<file path="src/rtl/gate_ctrl_pkg.sv">
package gate_ctrl_pkg;
  localparam int NPH = 3;

  typedef enum logic [1:0] {
    MODE_SIX   = 2'b00,
    MODE_THREE = 2'b01,
    MODE_ONE   = 2'b10,
    MODE_INDEP = 2'b11
  } pwm_mode_e;

  localparam logic [1:0] DT_RESET_CODE = 2'b01;

  function automatic int dt_ns(input int code);
    case (code)
      0:       return 50;
      1:       return 100;
      2:       return 200;
      default: return 400;
    endcase
  endfunction

  // round up to whole clocks
  function automatic int dt_cycles(input int code, input int period_ns);
    return (dt_ns(code) + period_ns - 1) / period_ns;
  endfunction
endpackage

</file>
<file path="src/rtl/gate_commutate.sv">
module gate_commutate
  import gate_ctrl_pkg::*;
(
  input  logic [2:0]     hall_i,
  input  logic           pwm_i,
  input  logic           dir_i,
  input  logic           freewheel_i,
  output logic [NPH-1:0] hi_o,
  output logic [NPH-1:0] lo_o
);
  logic [1:0] src, snk, a, b;
  logic       valid;

  always_comb begin
    valid = 1'b1;
    a     = 2'd0;
    b     = 2'd1;
    case (hall_i)
      3'b001: begin a = 2'd0; b = 2'd1; end
      3'b011: begin a = 2'd0; b = 2'd2; end
      3'b010: begin a = 2'd1; b = 2'd2; end
      3'b110: begin a = 2'd1; b = 2'd0; end
      3'b100: begin a = 2'd2; b = 2'd0; end
      3'b101: begin a = 2'd2; b = 2'd1; end
      default: valid = 1'b0;
    endcase
    src = dir_i ? b : a;
    snk = dir_i ? a : b;
    for (int p = 0; p < NPH; p++) begin
      hi_o[p] = valid && (src == 2'(p)) && pwm_i;
      lo_o[p] = valid && ((snk == 2'(p)) ||
                          ((src == 2'(p)) && !pwm_i && !freewheel_i));
    end
  end
endmodule

</file>
<file path="src/rtl/gate_req_mux.sv">
module gate_req_mux
  import gate_ctrl_pkg::*;
(
  input  pwm_mode_e        mode_i,
  input  logic [2*NPH-1:0] pwm_i,
  input  logic             dir_i,
  input  logic             freewheel_i,
  input  logic             coast_i,
  input  logic             brake_i,
  input  logic             fault_off_i,
  output logic [NPH-1:0]   req_hi_o,
  output logic [NPH-1:0]   req_lo_o,
  output logic             hiz_req_o
);
  logic [NPH-1:0] one_hi, one_lo;
  logic           brake_act;

  gate_commutate u_comm (
    .hall_i      ({pwm_i[3], pwm_i[2], pwm_i[0]}),
    .pwm_i       (pwm_i[1]),
    .dir_i       (dir_i | pwm_i[5]),
    .freewheel_i (freewheel_i),
    .hi_o        (one_hi),
    .lo_o        (one_lo)
  );

  assign brake_act = (mode_i == MODE_ONE) && (brake_i || pwm_i[4]);

  always_comb begin
    for (int p = 0; p < NPH; p++) begin
      case (mode_i)
        MODE_SIX: begin
          req_hi_o[p] = pwm_i[2*p+1] & ~pwm_i[2*p];
          req_lo_o[p] = pwm_i[2*p]   & ~pwm_i[2*p+1];
        end
        MODE_THREE: begin
          req_hi_o[p] = pwm_i[2*p] &  pwm_i[2*p+1];
          req_lo_o[p] = pwm_i[2*p] & ~pwm_i[2*p+1];
        end
        MODE_ONE: begin
          req_hi_o[p] = one_hi[p];
          req_lo_o[p] = one_lo[p];
        end
        default: begin
          req_hi_o[p] = pwm_i[2*p+1];
          req_lo_o[p] = pwm_i[2*p];
        end
      endcase
    end
    hiz_req_o = 1'b0;
    if (fault_off_i) begin
      req_hi_o  = '0;
      req_lo_o  = '0;
      hiz_req_o = 1'b1;
    end else if (brake_act) begin
      req_hi_o = '0;
      req_lo_o = '1;
    end else if (coast_i) begin
      req_hi_o  = '0;
      req_lo_o  = '0;
      hiz_req_o = 1'b1;
    end
  end
endmodule

</file>
<file path="src/rtl/gate_deadband.sv">
module gate_deadband #(
  parameter int CNT_W = 8
) (
  input  logic             clk_i,
  input  logic             rst_ni,
  input  logic             req_hi_i,
  input  logic             req_lo_i,
  input  logic             bypass_i,
  input  logic [CNT_W-1:0] dt_cyc_i,
  output logic             gate_hi_o,
  output logic             gate_lo_o
);
  logic [CNT_W-1:0] off_cnt;
  logic             ready, hi_n, lo_n;

  // off_cnt = clocks both sides have been off, saturating
  assign ready = off_cnt >= dt_cyc_i;

  always_comb begin
    if (bypass_i) begin
      hi_n = req_hi_i;
      lo_n = req_lo_i;
    end else begin
      hi_n = req_hi_i & (gate_hi_o | (~gate_lo_o & ready));
      lo_n = req_lo_i & (gate_lo_o | (~gate_hi_o & ready));
    end
  end

  always_ff @(posedge clk_i or negedge rst_ni) begin
    if (!rst_ni) begin
      gate_hi_o <= 1'b0;
      gate_lo_o <= 1'b0;
      off_cnt   <= '0;
    end else begin
      gate_hi_o <= hi_n;
      gate_lo_o <= lo_n;
      if (gate_hi_o || gate_lo_o) off_cnt <= CNT_W'(1);
      else if (off_cnt != '1)     off_cnt <= off_cnt + CNT_W'(1);
    end
  end
endmodule

</file>
<file path="src/rtl/pwm_gate_ctrl.sv">
module pwm_gate_ctrl
  import gate_ctrl_pkg::*;
#(
  parameter int CLK_PERIOD_NS = 4
) (
  input  logic             clk_i,
  input  logic             rst_ni,
  input  logic             cfg_load_i,
  input  logic [1:0]       mode_i,
  input  logic [1:0]       dt_code_i,
  input  logic [2*NPH-1:0] pwm_i,
  input  logic             dir_i,
  input  logic             freewheel_i,
  input  logic             coast_i,
  input  logic             brake_i,
  input  logic             fault_off_i,
  output logic [NPH-1:0]   gate_hi_o,
  output logic [NPH-1:0]   gate_lo_o,
  output logic             hiz_o
);
  localparam int DT_C0  = dt_cycles(0, CLK_PERIOD_NS);
  localparam int DT_C1  = dt_cycles(1, CLK_PERIOD_NS);
  localparam int DT_C2  = dt_cycles(2, CLK_PERIOD_NS);
  localparam int DT_C3  = dt_cycles(3, CLK_PERIOD_NS);
  localparam int CNT_W  = $clog2(DT_C3 + 1) + 1;

  pwm_mode_e        mode_q;
  logic [1:0]       dt_q;
  logic [CNT_W-1:0] dt_cyc;
  logic [NPH-1:0]   req_hi, req_lo;
  logic             hiz_req;

  always_ff @(posedge clk_i or negedge rst_ni) begin
    if (!rst_ni) begin
      mode_q <= MODE_SIX;
      dt_q   <= DT_RESET_CODE;
      hiz_o  <= 1'b0;
    end else begin
      if (cfg_load_i) begin
        mode_q <= pwm_mode_e'(mode_i);
        dt_q   <= dt_code_i;
      end
      hiz_o <= hiz_req;
    end
  end

  always_comb begin
    case (dt_q)
      2'd0:    dt_cyc = CNT_W'(DT_C0);
      2'd1:    dt_cyc = CNT_W'(DT_C1);
      2'd2:    dt_cyc = CNT_W'(DT_C2);
      default: dt_cyc = CNT_W'(DT_C3);
    endcase
  end

  gate_req_mux u_mux (
    .mode_i      (mode_q),
    .pwm_i       (pwm_i),
    .dir_i       (dir_i),
    .freewheel_i (freewheel_i),
    .coast_i     (coast_i),
    .brake_i     (brake_i),
    .fault_off_i (fault_off_i),
    .req_hi_o    (req_hi),
    .req_lo_o    (req_lo),
    .hiz_req_o   (hiz_req)
  );

  for (genvar p = 0; p < NPH; p++) begin : g_phase
    gate_deadband #(.CNT_W(CNT_W)) u_db (
      .clk_i     (clk_i),
      .rst_ni    (rst_ni),
      .req_hi_i  (req_hi[p]),
      .req_lo_i  (req_lo[p]),
      .bypass_i  (mode_q == MODE_INDEP),
      .dt_cyc_i  (dt_cyc),
      .gate_hi_o (gate_hi_o[p]),
      .gate_lo_o (gate_lo_o[p])
    );
  end
endmodule

</file>
<file path="config.mk">
export PLATFORM = sky130hd
export DESIGN_NAME = pwm_gate_ctrl
export DESIGN_NICKNAME = d
export VERILOG_FILES = /design/src/rtl/gate_ctrl_pkg.sv /design/src/rtl/gate_commutate.sv /design/src/rtl/gate_req_mux.sv /design/src/rtl/gate_deadband.sv /design/src/rtl/pwm_gate_ctrl.sv
export SDC_FILE = /design/constraint.sdc
export NUM_CORES = 1
export LEC_CHECK = 0
export BUFFER_PORTS_ARGS = -buffer_cell sky130_fd_sc_hd__buf_4
export CAP_MARGIN = 20
export CORE_MARGIN = 5
export CORE_UTILIZATION = 40
export DETAILED_ROUTE_END_ITERATION = 6
export GPL_TIMING_DRIVEN = 0
export SETUP_SLACK_MARGIN = 0.5
export SLEW_MARGIN = 15
export SYNTH_ARGS = -nofsm -noshare
export SYNTH_HDL_FRONTEND = slang
export SYNTH_SLANG_ARGS = --single-unit
</file>
<file path="constraint.sdc">
create_clock -name clk_i -period 2.5 [get_ports clk_i]
set_input_delay 0.5 -clock clk_i [delete_from_list [all_inputs] [get_ports clk_i]]
set_output_delay 0.5 -clock clk_i [all_outputs]
set_load 0.05 [all_outputs]
</file>
Yosys cells after proc, flatten, opt, wreduce, memory -nomap -nowiden
Index checks and enable logic that the tools add are counted.
{"block": "classes", "n_lt_le_gt_ge": 3, "muxes": 33, "bitwise_logic": 40, "n_eq_ne": 18, "addsub": 3, "reduce_logical": 38}
{"op": "2-to-1 mux 8 bit", "n": 6}
{"op": "adder 8 x 1 -> 8 bit, second input constant", "n": 3}
{"op": "greater-or-equal comparator 8 x 7 -> 1 bit", "n": 3}
{"op": "!= test 8 bit, second input constant", "n": 3}
{"op": "bitwise AND 1 bit", "n": 21}
{"op": "case mux 7 bit (3 select lines)", "n": 1}
{"op": "2-to-1 mux 3 bit", "n": 6}
{"op": "logical AND 1 bit", "n": 16}
{"op": "NOT 1 bit", "n": 12}
{"op": "== test 2 bit, second input constant", "n": 5}
{"op": "2-to-1 mux 1 bit", "n": 10}
{"op": "OR reduction 2 bit", "n": 5}
{"op": "== test 3 bit, second input constant", "n": 3}
{"op": "case mux 1 bit (3 select lines)", "n": 3}
{"op": "== test 2 x 1 -> 1 bit, second input constant", "n": 4}
{"op": "zero test 2 bit", "n": 4}
{"op": "case mux 2 bit (2 select lines)", "n": 2}
{"op": "logical OR 1 bit", "n": 7}
{"op": "bitwise OR 1 bit", "n": 7}
{"op": "== test 3 x 2 -> 1 bit, second input constant", "n": 2}
{"op": "case mux 1 bit (2 select lines)", "n": 3}
{"op": "nonzero test 2 bit", "n": 3}
{"op": "OR reduction 6 bit", "n": 1}
{"op": "2-to-1 mux 2 bit", "n": 2}
{"op": "2 further kinds", "n": 3}
{"block": "word_totals", "wordCells": 147, "input_bits": 18, "reg_bits": 35, "output_inout_bits": 7}

Depth between registers and ports, before layout
Gate-level depths: netlist of the first run.
{"block": "depth", "depth_word": 15, "depth_mapped": 9, "depth_no_buf": 9}

Cells and area by module
A second synthesis of the first run with hierarchy kept.
{"block": "hier_totals", "cells_unflattened": 314, "area_unflattened_um2": 2877.8}
{"mod": "gate_deadband", "area_each_um2": 685.7, "seq_area_each_um2": 250.2, "cells_per_inst": 72, "instances": 3}
{"mod": "gate_commutate", "area_each_um2": 316.6, "seq_area_each_um2": 0.0, "cells_per_inst": 40, "instances": 1}
{"mod": "pwm_gate_ctrl", "area_each_um2": 259.0, "seq_area_each_um2": 126.4, "cells_per_inst": 20, "instances": 1}
{"mod": "gate_req_mux", "area_each_um2": 245.2, "seq_area_each_um2": 0.0, "cells_per_inst": 38, "instances": 1}

Worst setup path before layout of the first run
No wires, ideal clock.
{"block": "synth_path", "path_type": "register to register", "start": "reg dt_q[0]", "end": "reg g_phase[2].u_db.gate_lo_o", "period_less_slack_ns": 2.230, "path_buffers": 0, "arrival_ns": 2.096, "setup_ns": 0.134, "path_slack_ns": 0.270, "path_stages_with_launch": 9, "t_required_ns": 2.366, "path_cell_list": "dfstp_2 > inv_1 > ha_1 > nor2_1 > ha_1 > a21o_1 > a2111o_1 > a211oi_1 > a2111oi_2"}
{"block": "synth_between", "elab_chain_cells": 7, "elab_cells_between_ends": 9, "classes_between": "1 x order compare; 2 x eq/ne; 2 x mux; 3 x bitwise; 1 x reduce/logical"}
{"element": "from (decl)", "line_no": "pwm_gate_ctrl.sv:28", "rtl": "logic [1:0] dt_q;"}
{"element": "from (signal assigned)", "line_no": "pwm_gate_ctrl.sv:41", "rtl": "dt_q <= dt_code_i;"}
{"element": "== test 2 bit (tied with other cells)", "line_no": "pwm_gate_ctrl.sv:48", "rtl": "case (dt_q)"}
{"element": "case mux 7 bit (3 select lines) *", "line_no": "pwm_gate_ctrl.sv:48"}
{"element": "greater-or-equal comparator 8 x 7 -> 1 bit *", "line_no": "gate_deadband.sv:17", "rtl": "assign ready = off_cnt >= dt_cyc_i;"}
{"element": "bitwise AND 1 bit *", "line_no": "gate_deadband.sv:25", "rtl": "lo_n = req_lo_i & (gate_lo_o | (~gate_hi_o & ready));"}
{"element": "bitwise OR 1 bit *", "line_no": "gate_deadband.sv:25"}
{"element": "bitwise AND 1 bit *", "line_no": "gate_deadband.sv:25"}
{"element": "2-to-1 mux 1 bit *", "line_no": "gate_deadband.sv:20", "rtl": "if (bypass_i) begin"}
{"element": "named net g_phase[2].u_db.lo_n", "line_no": "gate_deadband.sv:14", "rtl": "logic ready, hi_n, lo_n;"}
{"element": "to (signal assigned)", "line_no": "gate_deadband.sv:36", "rtl": "gate_lo_o <= lo_n;"}
{"element": "to (decl)", "line_no": "gate_deadband.sv:11", "rtl": "output logic gate_lo_o"}
The timed path passes the listed nets; every way through them passes the cells marked *.
A chain may end at the register's enable or synchronous reset.

Final worst setup path of the first run
Same ends and word-level chain as after synthesis.

==> impl_metrics.toml, run 1 <==
[sta]
max_freq_ghz = 0.473
hold_slack_ns = 0.171
skew_ns = 0.00544
slew_headroom_pct = 69.0
fin_ws_ns = 0.387
maxSlewViolCount = 0
tightest_slew_ns = 0.466
fin_crit_sh_pct = 84.5
min_period_ns = 2.11
tns_ns = 0
hold_violations = 0
setup_viol = 0
rsz0062_at_grt = "yes"

[synthesis]
syn_inst = 283
synth-main-ff-cell = "dfrtp_1"
synth_area_per_cell_um2 = 9.00
yosysSeqAreaShare_pct = 34.4
ys_warn_count = 0
synth_edf_count = 0
ys_types = 53
synth_seq_cells = 35
async_reset_ff_share_pct = 100
yosys.area.top_type = "dfrtp_1"
synth_nets = 329
synth.area.top_cells = "dfrtp_1 33%, ha_1 14%, nor2_1 3.8%"
syn_area_mm2 = 0.00255
yosysTopAreaCellShare_pct = 33.4

[worst_setup_path]
crit_buf_inv = 1
r2r_slack_ns = 0.39
timing.rr.end = "g_phase[2].u_db.gate_lo_o"
critPathMaxStageDelay_ns = 0.56
startpoint = "dt_q[0]"
crit_required_ns = 2.66
cpLargestDelayFamily = "compound AO/OA/AOI/OAI gates"
crit_path_end = "g_phase[2].u_db.gate_lo_o"
reg2reg_from = "dt_q[0]"
crit_type = "reg2reg"
end_kind = "flop"
cp_common_cell = "ha_4"
reg2reg_depth = 8
cp.arrival_ns = 2.27
cp_slowest_cell = "dfstp_2"
crit_cells = 8
path_max_fanout = 3
path_cells = "inv_4 > ha_4 > nor2_4 > ha_4 > a21o_1 > a2111o_1 > a211oi_2 > a2111oi_2"
cp-start-kind = "flop"

[cells_and_area]
diodes = 0
final_nets = 368
fin_cells = 400
syn2layout_area_growth_pct = 25.0
fillers = 591
drive_gt1_share_pct = 26.6

[worst_hold_path]
hold_class = "in2async"

[cts]
cts_made_buffers = 5
clock_sinks = 35
cts-root-buf = "clkbuf_8"
cts_tree = "done"
clock_path_buffers = 2
clock_latency_ns = 0.28
hold_buffers = 0
h-tree-depth = 2
cts.reportedPaths.clkPinSlew_ns = 0.07

[global_routing]
antenna_found_initial = 0
grt_pass1_wl_mm = 10.4
grt_usage_pct = 15.4
grt_pass1_vias = 2138
grt_max_degree = 36
overflow = 0

[power]
total_leakage_power_nw = 1.38
power.density_mw_per_mm2 = 842
peakVddDrop_mv = 0.463

[floorplan]
die_area_mm2 = 0.00806
die_w_um = 89.8
fp.dieH_um = 89.8
io-pin-count = 25
initial_utilization_pct = 40.6
rows = 29
core_area_mm2 = 0.00628

[detailed_routing]
wirelength_mm = 5.98
drt_pass1_iterations = 4
viasPerCell = 5.50
routedWlPerCell_um = 14.9
first_iter_violations = 125
ant_nets = 0
drc = 0
num_vias = 2201

[place]
io_buffers = 23
pre_cts_ws_ns = 0.165
dp_cells = 383
gp_congestion = 0.924
hpwlAfterDp_mm = 4.44

[run]
drv_cap = 0

[outcome]
outcome = "complete, no violations"
==> cell families (layout without fill, tap and decap cells) <==
family / Yosys count / in the layout / synth area share, %
DFF: 35 / 35 / 34.4
adders and majority gates: 28 / 28 / 13.8
xor gates and xnor gates: 8 / 8 / 2.75
AOI/OAI and AO/OA: 76 / 76 / 20.6
buffers and inverters: 27 / 67 / 5.30
muxes: 5 / 5 / 2.06
and+or+nand+nor: 104 / 104 / 21.1
==> flip-flops by register name (all words and copies together), names as in the netlist <==
register	count
g_phase.u_db.off_cnt	24
g_phase.u_db.gate_hi_o	3
g_phase.u_db.gate_lo_o	3
dt_q	2
mode_q	2
hiz_o	1
==> worst register-to-register path, delay by kind of cell, from the launching register on <==
family,cells,cell delay (ns)
flops,1,0.56
fa+ha+maj,2,0.39
simple gates,1,0.15
buf+inv,1,0.05
compound gates,4,0.84
==> area by class of cell <==
| class | instances | area, µm² | area share [%] |
|---|---|---|---|
| Timing Repair Buffer | 32 | 251 | 7.90 |
| Clock buffer | 8 | 80.1 | 2.52 |
| Sequential cell | 35 | 877 | 27.6 |
| Buffer | 12 | 78.8 | 2.48 |
| Tap cell | 77 | 96.3 | 3.03 |
| Multi-Input combinational cell | 221 | 1740 | 54.5 |
| Inverter | 15 | 63.8 | 2.00 |
==> worst min path at each step <==
stage	depth (start not counted)	slack, ns	end
2_1_floorplan	0	0.20	dt_q[1]
3_3_place_gp	1	0.49	g_phase[0].u_db.off_cnt[4]
3_5_place_dp	1	0.49	g_phase[0].u_db.off_cnt[4]
4_1_cts	1	0.18	g_phase[0].u_db.off_cnt[1]
5_1_grt	1	0.20	g_phase[0].u_db.off_cnt[1]
6_report	1	0.17	g_phase[0].u_db.off_cnt[4]
==> cell usage after synthesis (4+ instances only) <==
library cell / instances
nor2b_1: 9
a21oi_1: 11
dfrtp_1: 34
and3_1: 9
nor3b_1: 4
inv_1: 15
ha_1: 28
nor2_1: 26
a31oi_1: 10
a211oi_1: 8
o21ai_0: 19
nor3_1: 6
buf_4: 7
clkbuf_1: 4
nand3_1: 11
nand2_1: 18
nand2b_1: 5
xor2_1: 5
==> per-layer routing <==
metal / GRT usage (%) / vias to the layer above / share of wire (%)
met5: 0 / - / 0
met4: 6.55 / 0 / 2.2
met3: 2.84 / 11 / 2.9
met2: 23.5 / 33 / 47
met1: 21.4 / 1039 / 48
li1: - / 1118 / -
==> where the power goes <==
part	switching (mW)	internal (mW)	leakage [nW]
Clock	0.194	0.198	0.0395
Sequential	0.238	0.739	0.443
Combinational	0.693	0.618	0.896
==> what timing repair did <==
action | in CTS | in global routing
buffers inserted | 6 | 3
gates resized for setup | 22 | 15
pin swaps | 14 | 12
endpoints found under the setup margin | 6 | 6
==> layout by cell type (no fill, tap or decap), drive strengths merged, types with 2 or more instances in the layout <==
| master | n |
|---|---|
| a2bb2oi | 2 |
| buf | 40 |
| nor2b | 9 |
| clkbuf | 12 |
| nand2b | 5 |
| nand3 | 11 |
| o22ai | 2 |
| a221oi | 2 |
| nand4 | 3 |
| xnor2 | 3 |
| mux2i | 3 |
| dfrtp | 34 |
| nor3 | 6 |
| or2 | 2 |
| nor2 | 27 |
| o2111ai | 2 |
| a211oi | 8 |
| and2 | 3 |
| nor3b | 4 |
| mux2 | 2 |
| a311oi | 2 |
| o21ai | 21 |
| ha | 28 |
| nand2 | 18 |
| a2111oi | 2 |
| o211ai | 3 |
| a21oi | 11 |
| a31oi | 10 |
| inv | 15 |
| a21o | 3 |
| or3 | 2 |
| xor2 | 5 |
| and3 | 9 |
==> metrics by stage <==
stage / cell area [µm²] / total power [mW] / util (%)
2_1_floorplan: 2580 / 1.78 / -
3_3_place_gp: 2850 / 2.05 / 45.4
3_5_place_dp: 2850 / 2.08 / 45.4
4_1_cts: 3090 / 2.63 / 49.2
5_1_grt: 3180 / 2.96 / 50.7
6_report: 3180 / 2.68 / 50.7
Power figures use the tool's default switching activity.
==> run 2: changes to the inputs <==
- clock period: 2.5 -> 1.8 ns (I/O delays scaled with it)
==> impl_metrics.toml, run 2 (synthesized netlist as in run 1, its figures left out) <==
[outcome]
outcome = "complete, but fails checks"
failed_checks = "setup timing"

[cells_and_area]
largest_reg_flops = 24
syn2layout_area_growth_pct = 40.8
final_common_cell = "buf_4"
final_nets = 392
mostFrequentLayoutCells = "48 x buf_4, 24 x dfrtp_1, 22 x nor2_1, 20 x ha_1, 15 x nand2_1"
drive_gt1_share_pct = 42.7
fin_area_mm2 = 0.00359
diodes = 0
fin_cells = 424
regMostFlops = "g_phase.u_db.off_cnt"
top_regs = "g_phase.u_db.off_cnt: 24 flops, g_phase.u_db.gate_hi_o: 3 flops, g_phase.u_db.gate_lo_o: 3 flops"

[global_routing]
grt_usage_pct = 15.9
antenna_found_initial = 0
grt_max_degree = 36
grt_pass1_vias = 2250
grt_pass1_wl_mm = 10.8
overflow = 0

[floorplan]
rows = 29
initial_utilization_pct = 40.6
die_w_um = 89.8
io-pin-count = 25
core_area_mm2 = 0.00628
fp.dieH_um = 89.8
die_area_mm2 = 0.00806

[cts]
cts_made_buffers = 5
clock_path_buffers = 2
clock_sinks = 35
clock_latency_ns = 0.29
h-tree-depth = 2
cts-root-buf = "clkbuf_8"
cts_tree = "done"
cts.reportedPaths.clkPinSlew_ns = 0.08

[sta]
hold_violations = 0
slew_headroom_pct = 69.2
fin_ws_ns = -0.334
fin_crit_sh_pct = 119
min_period_ns = 2.13
maxSlewViolCount = 0
tightest_slew_ns = 0.463
tns_ns = -1.54
setup_viol = 6
skew_ns = 0.00834
rsz0062_at_grt = "yes"
max_freq_ghz = 0.469

[worst_setup_path]
cp_slowest_cell = "dfstp_2"
cp.arrival_ns = 2.30
timing.rr.end = "g_phase[2].u_db.gate_lo_o"
r2r_slack_ns = -0.33
path_cells = "inv_4 > ha_4 > nor2_4 > ha_4 > a21o_1 > a2111o_1 > a211oi_2 > a2111oi_2"
cp-start-kind = "flop"
reg2reg_depth = 8
critPathMaxStageDelay_ns = 0.58
end_kind = "flop"
crit_required_ns = 1.97
reg2reg_from = "dt_q[0]"
crit_type = "reg2reg"
cp_common_cell = "ha_4"
path_max_fanout = 3

[worst_hold_path]
hold_class = "in2async"

[place]
pre_cts_ws_ns = -0.409
gp_congestion = 0.889
dp_cells = 383
dpl-instance-area_mm2 = 0.00292
hpwlAfterDp_mm = 4.45
io_buffers = 23

[detailed_routing]
drc = 0
first_iter_violations = 62
ant_nets = 0
viasPerCell = 5.47
drt_pass1_iterations = 4
routedWlPerCell_um = 15.2
wirelength_mm = 6.45
num_vias = 2320

[power]
peakVddDrop_mv = 0.760
power.density_mw_per_mm2 = 1200
total_leakage_power_nw = 1.52

[run]
drv_cap = 0
[run 2: worst max-delay path, delay by kind of cell (launching register included)]
family | cells | cell delay (ns)
flip-flops | 1 | 0.58
AND/OR/NAND/NOR | 1 | 0.13
adder cells (fa/ha/maj) | 2 | 0.39
AO/OA/AOI/OAI | 4 | 0.87
buffers and inverters | 1 | 0.06
[run 2: layout make-up]
type / instances / area [µm²]
Buffer: 12 / 113
Clock buffer: 5 / 68.8
Clock inverter: 3 / 15.0
Fill cell: 560 / 2690
Inverter: 15 / 61.3
Multi-Input combinational cell: 221 / 1860
Sequential cell: 35 / 890
Tap cell: 77 / 96.3
Timing Repair Buffer: 56 / 480
[run 2: worst max path at each step]
| stage | from | endpoint | cells past startpoint |
|---|---|---|---|
| 5_1_grt | dt_q[0] | g_phase[2].u_db.gate_lo_o | 8 |
| 3_5_place_dp | dt_q[0] | g_phase[1].u_db.gate_lo_o | 9 |
| 6_report | dt_q[0] | g_phase[2].u_db.gate_lo_o | 8 |
| 3_3_place_gp | dt_q[0] | g_phase[1].u_db.gate_lo_o | 9 |
| 4_1_cts | dt_q[0] | g_phase[2].u_db.gate_lo_o | 8 |
| 2_1_floorplan | dt_q[0] | g_phase[2].u_db.gate_lo_o | 8 |
[run 2: metal layers]
| layer | vias up | GRT usage (%) | wire [µm] |
|---|---|---|---|
| li1 | 1165 | - | - |
| met4 | 0 | 5.16 | 97 |
| met1 | 1113 | 21.0 | 2940 |
| met5 | - | 0 | 0 |
| met3 | 11 | 3.26 | 185 |
| met2 | 31 | 26.0 | 3220 |
[run 2: repair_timing]
| item | 4_1_cts | 5_1_grt |
|---|---|---|
| setup buffers | 23 | 10 |
| gates resized for setup | 58 | 31 |
| endpoints found under the setup margin | 32 | 37 |
| cloned | 0 | 0 |
| hold buffers | 0 | 0 |
| pin swaps | 24 | 21 |
| hold endpoints to repair | 0 | 0 |
[run 2: report_power, final]
group	switching, mW	internal [mW]	leakage, nW	total [mW]
registers	0.378	1.05	0.430	1.42
clock network	0.305	0.265	0.0477	0.570
logic	1.12	1.18	1.04	2.30
total	1.80	2.49	1.52	4.29
[run 2: through the flow]
step	util [%]	total power, mW	hold WS (ns)
floorplan	-	2.54	0.0644
global placement	46.5	2.93	0.355
detailed placement	46.5	2.98	0.348
CTS	54.5	4.09	0.0309
global route	57.1	4.64	0.0629
finish	57.1	4.29	0.00932
==> run 3: changes to the inputs <==
- BUFFER_PORTS_ARGS: -buffer_cell sky130_fd_sc_hd__buf_4 -> not set
- CORE_UTILIZATION: 40 -> 58
- DONT_BUFFER_PORTS: not set -> 1
- PLACE_DENSITY: not set -> 0.76
==> impl_metrics.toml, run 3 (synthesized netlist as in run 1, its figures left out) <==
[detailed_routing]
first_iter_violations = 132
viasPerCell = 6.46
ant_nets = 0
drt_pass1_iterations = 5
wirelength_mm = 6.96
num_vias = 2391
drc = 0
routedWlPerCell_um = 18.8

[cells_and_area]
final_nets = 363
drive_gt1_share_pct = 39.3
top_regs = "g_phase.u_db.off_cnt: 24 flops, g_phase.u_db.gate_hi_o: 3 flops, g_phase.u_db.gate_lo_o: 3 flops"
largest_reg_flops = 24
regArea_um2 = 892
diodes = 0
syn2layout_area_growth_pct = 31.4
mostFrequentLayoutCells = "23 x nor2_1, 23 x buf_4, 22 x dfrtp_1, 17 x ha_1, 15 x nand2_1"
regMostFlops = "g_phase.u_db.off_cnt"
fillers = 270
multiInputGateArea_mm2 = 0.00191
fin_cells = 370
fin_util_pct = 78.0

[global_routing]
grt_max_degree = 36
overflow = 0
grt_pass1_vias = 2284
grt_usage_pct = 21.9
antenna_found_initial = 0
grt_pass1_wl_mm = 10.7

[sta]
max_freq_ghz = 0.475
tns_ns = -1.56
hold_violations = 0
maxSlewViolCount = 0
setup_viol = 6
tightest_slew_ns = 0.445
skew_ns = 0.00574
slew_headroom_pct = 70.3
min_period_ns = 2.11
rsz0062_at_grt = "yes"
fin_ws_ns = -0.307
fin_crit_sh_pct = 117
hold_slack_ns = 0.139

[place]
dp_cells = 335
gp_congestion = 0.870
io_buffers = 0
hpwlAfterDp_mm = 4.03

[floorplan]
die_area_mm2 = 0.00582
initial_utilization_pct = 59.3
die_w_um = 76.3
fp.dieH_um = 76.3
core_area_mm2 = 0.00429
rows = 24
io-pin-count = 25

[cts]
cts_made_buffers = 5
h-tree-depth = 2
clock_latency_ns = 0.28
cts.reportedPaths.clkPinSlew_ns = 0.07
clock_path_buffers = 2
cts_tree = "done"
cts-root-buf = "clkbuf_8"
clock_sinks = 35

[power]
p_sw_mw = 1.87
p_int_mw = 2.46
total_leakage_power_nw = 1.37
power.density_mw_per_mm2 = 1290
power_mw = 4.33
switching_share_pct = 43.2
clockPowerShare_pct = 13.0
peakVddDrop_mv = 1.01
p_comb_share_pct = 53.3
seqPwrFrac_pct = 33.7

[outcome]
failed_checks = "setup timing"
outcome = "complete, but fails checks"

[worst_setup_path]
end_kind = "flop"
path_max_fanout = 4
r2r_slack_ns = -0.31
startpoint = "dt_q[0]"
cp-start-kind = "flop"
cp.arrival_ns = 2.26
reg2reg_depth = 10
timing.rr.end = "g_phase[2].u_db.gate_lo_o"
reg2reg_from = "dt_q[0]"
crit_type = "reg2reg"
crit_path_end = "g_phase[2].u_db.gate_lo_o"
crit_required_ns = 1.96

[run]
drv_cap = 0

[worst_hold_path]
hold_class = "in2reg"
## run 3: cell count changes in the layout (fill, tap and decap cells not counted), sizes merged
cell / before / now
buf: 66 / 35
clkbuf: 7 / 10
clkinv: 3 / 1
dlygate4sd3: 0 / 1
## run 3: metrics by stage
| stage | instance area [µm²] | setup WS, ns |
|---|---|---|
| 6_report | 3350 | -0.307 |
| 5_1_grt | 3350 | -0.385 |
| 4_1_cts | 3140 | -0.282 |
| 3_5_place_dp | 2720 | -0.392 |
| 3_3_place_gp | 2720 | -0.348 |
| 2_1_floorplan | 2650 | -0.150 |
## run 3: final cells by class
class	instances	share of cell area, %
timing repair buffer	27	7.29
buffer	12	2.65
tap	52	1.94
inverter	15	1.91
sequential	35	26.6
clock buffer	7	2.28
multi-input combinational	221	57.1
clock inverter	1	0.149
## run 3: worst min path at each step
stage	start	end	slack (ns)	cells after the start
3_5_place_dp	rst_ni	g_phase[0].u_db.off_cnt[2]	0.06	0
6_report	cfg_load_i	dt_q[0]	0.14	1
5_1_grt	cfg_load_i	dt_q[0]	0.14	1
4_1_cts	cfg_load_i	dt_q[0]	0.14	1
3_3_place_gp	rst_ni	g_phase[0].u_db.off_cnt[2]	0.07	0
2_1_floorplan	rst_ni	dt_q[1]	0.06	0
## run 3: what timing repair did
action,in CTS,in global routing
hold buffers,2,0
pin swaps,25,21
setup endpoints to repair,26,35
gates resized for setup,39,43
cloned,0,0
buffers inserted,15,10
endpoints found under the hold margin,35,0
## run 3: power groups by stage
| stage | sequential, mW | combinational [mW] | clock, mW |
|---|---|---|---|
| 5_1_grt | 1.50 | 2.55 | 0.601 |
| 3_5_place_dp | 1.38 | 1.51 | 0 |
| 2_1_floorplan | 1.29 | 1.26 | 0 |
| 6_report | 1.46 | 2.31 | 0.563 |
| 3_3_place_gp | 1.37 | 1.45 | 0 |
| 4_1_cts | 1.40 | 1.93 | 0.561 |
## run 3: per-layer routing
layer / share of wire [%] / wire length (µm) / vias to the layer above / track usage (%)
li1: - / - / 1110 / -
met4: 1.7 / 116 / 0 / 5.42
met3: 4.3 / 296 / 20 / 4.14
met2: 52 / 3640 / 90 / 37.0
met5: 0 / 0 / - / 0
met1: 42 / 2910 / 1171 / 28.9
## run 3: critical path, stage by stage, from the launching register on
cell and delay (ns):
dfstp_2 0.57, buf_4 0.13, ha_4 0.16, inv_4 0.06, o21ai_4 0.07, inv_2 0.08, ha_1 0.28, nor3b_2 0.24
o21ai_2 0.10, a211oi_2 0.23, a2111oi_2 0.06
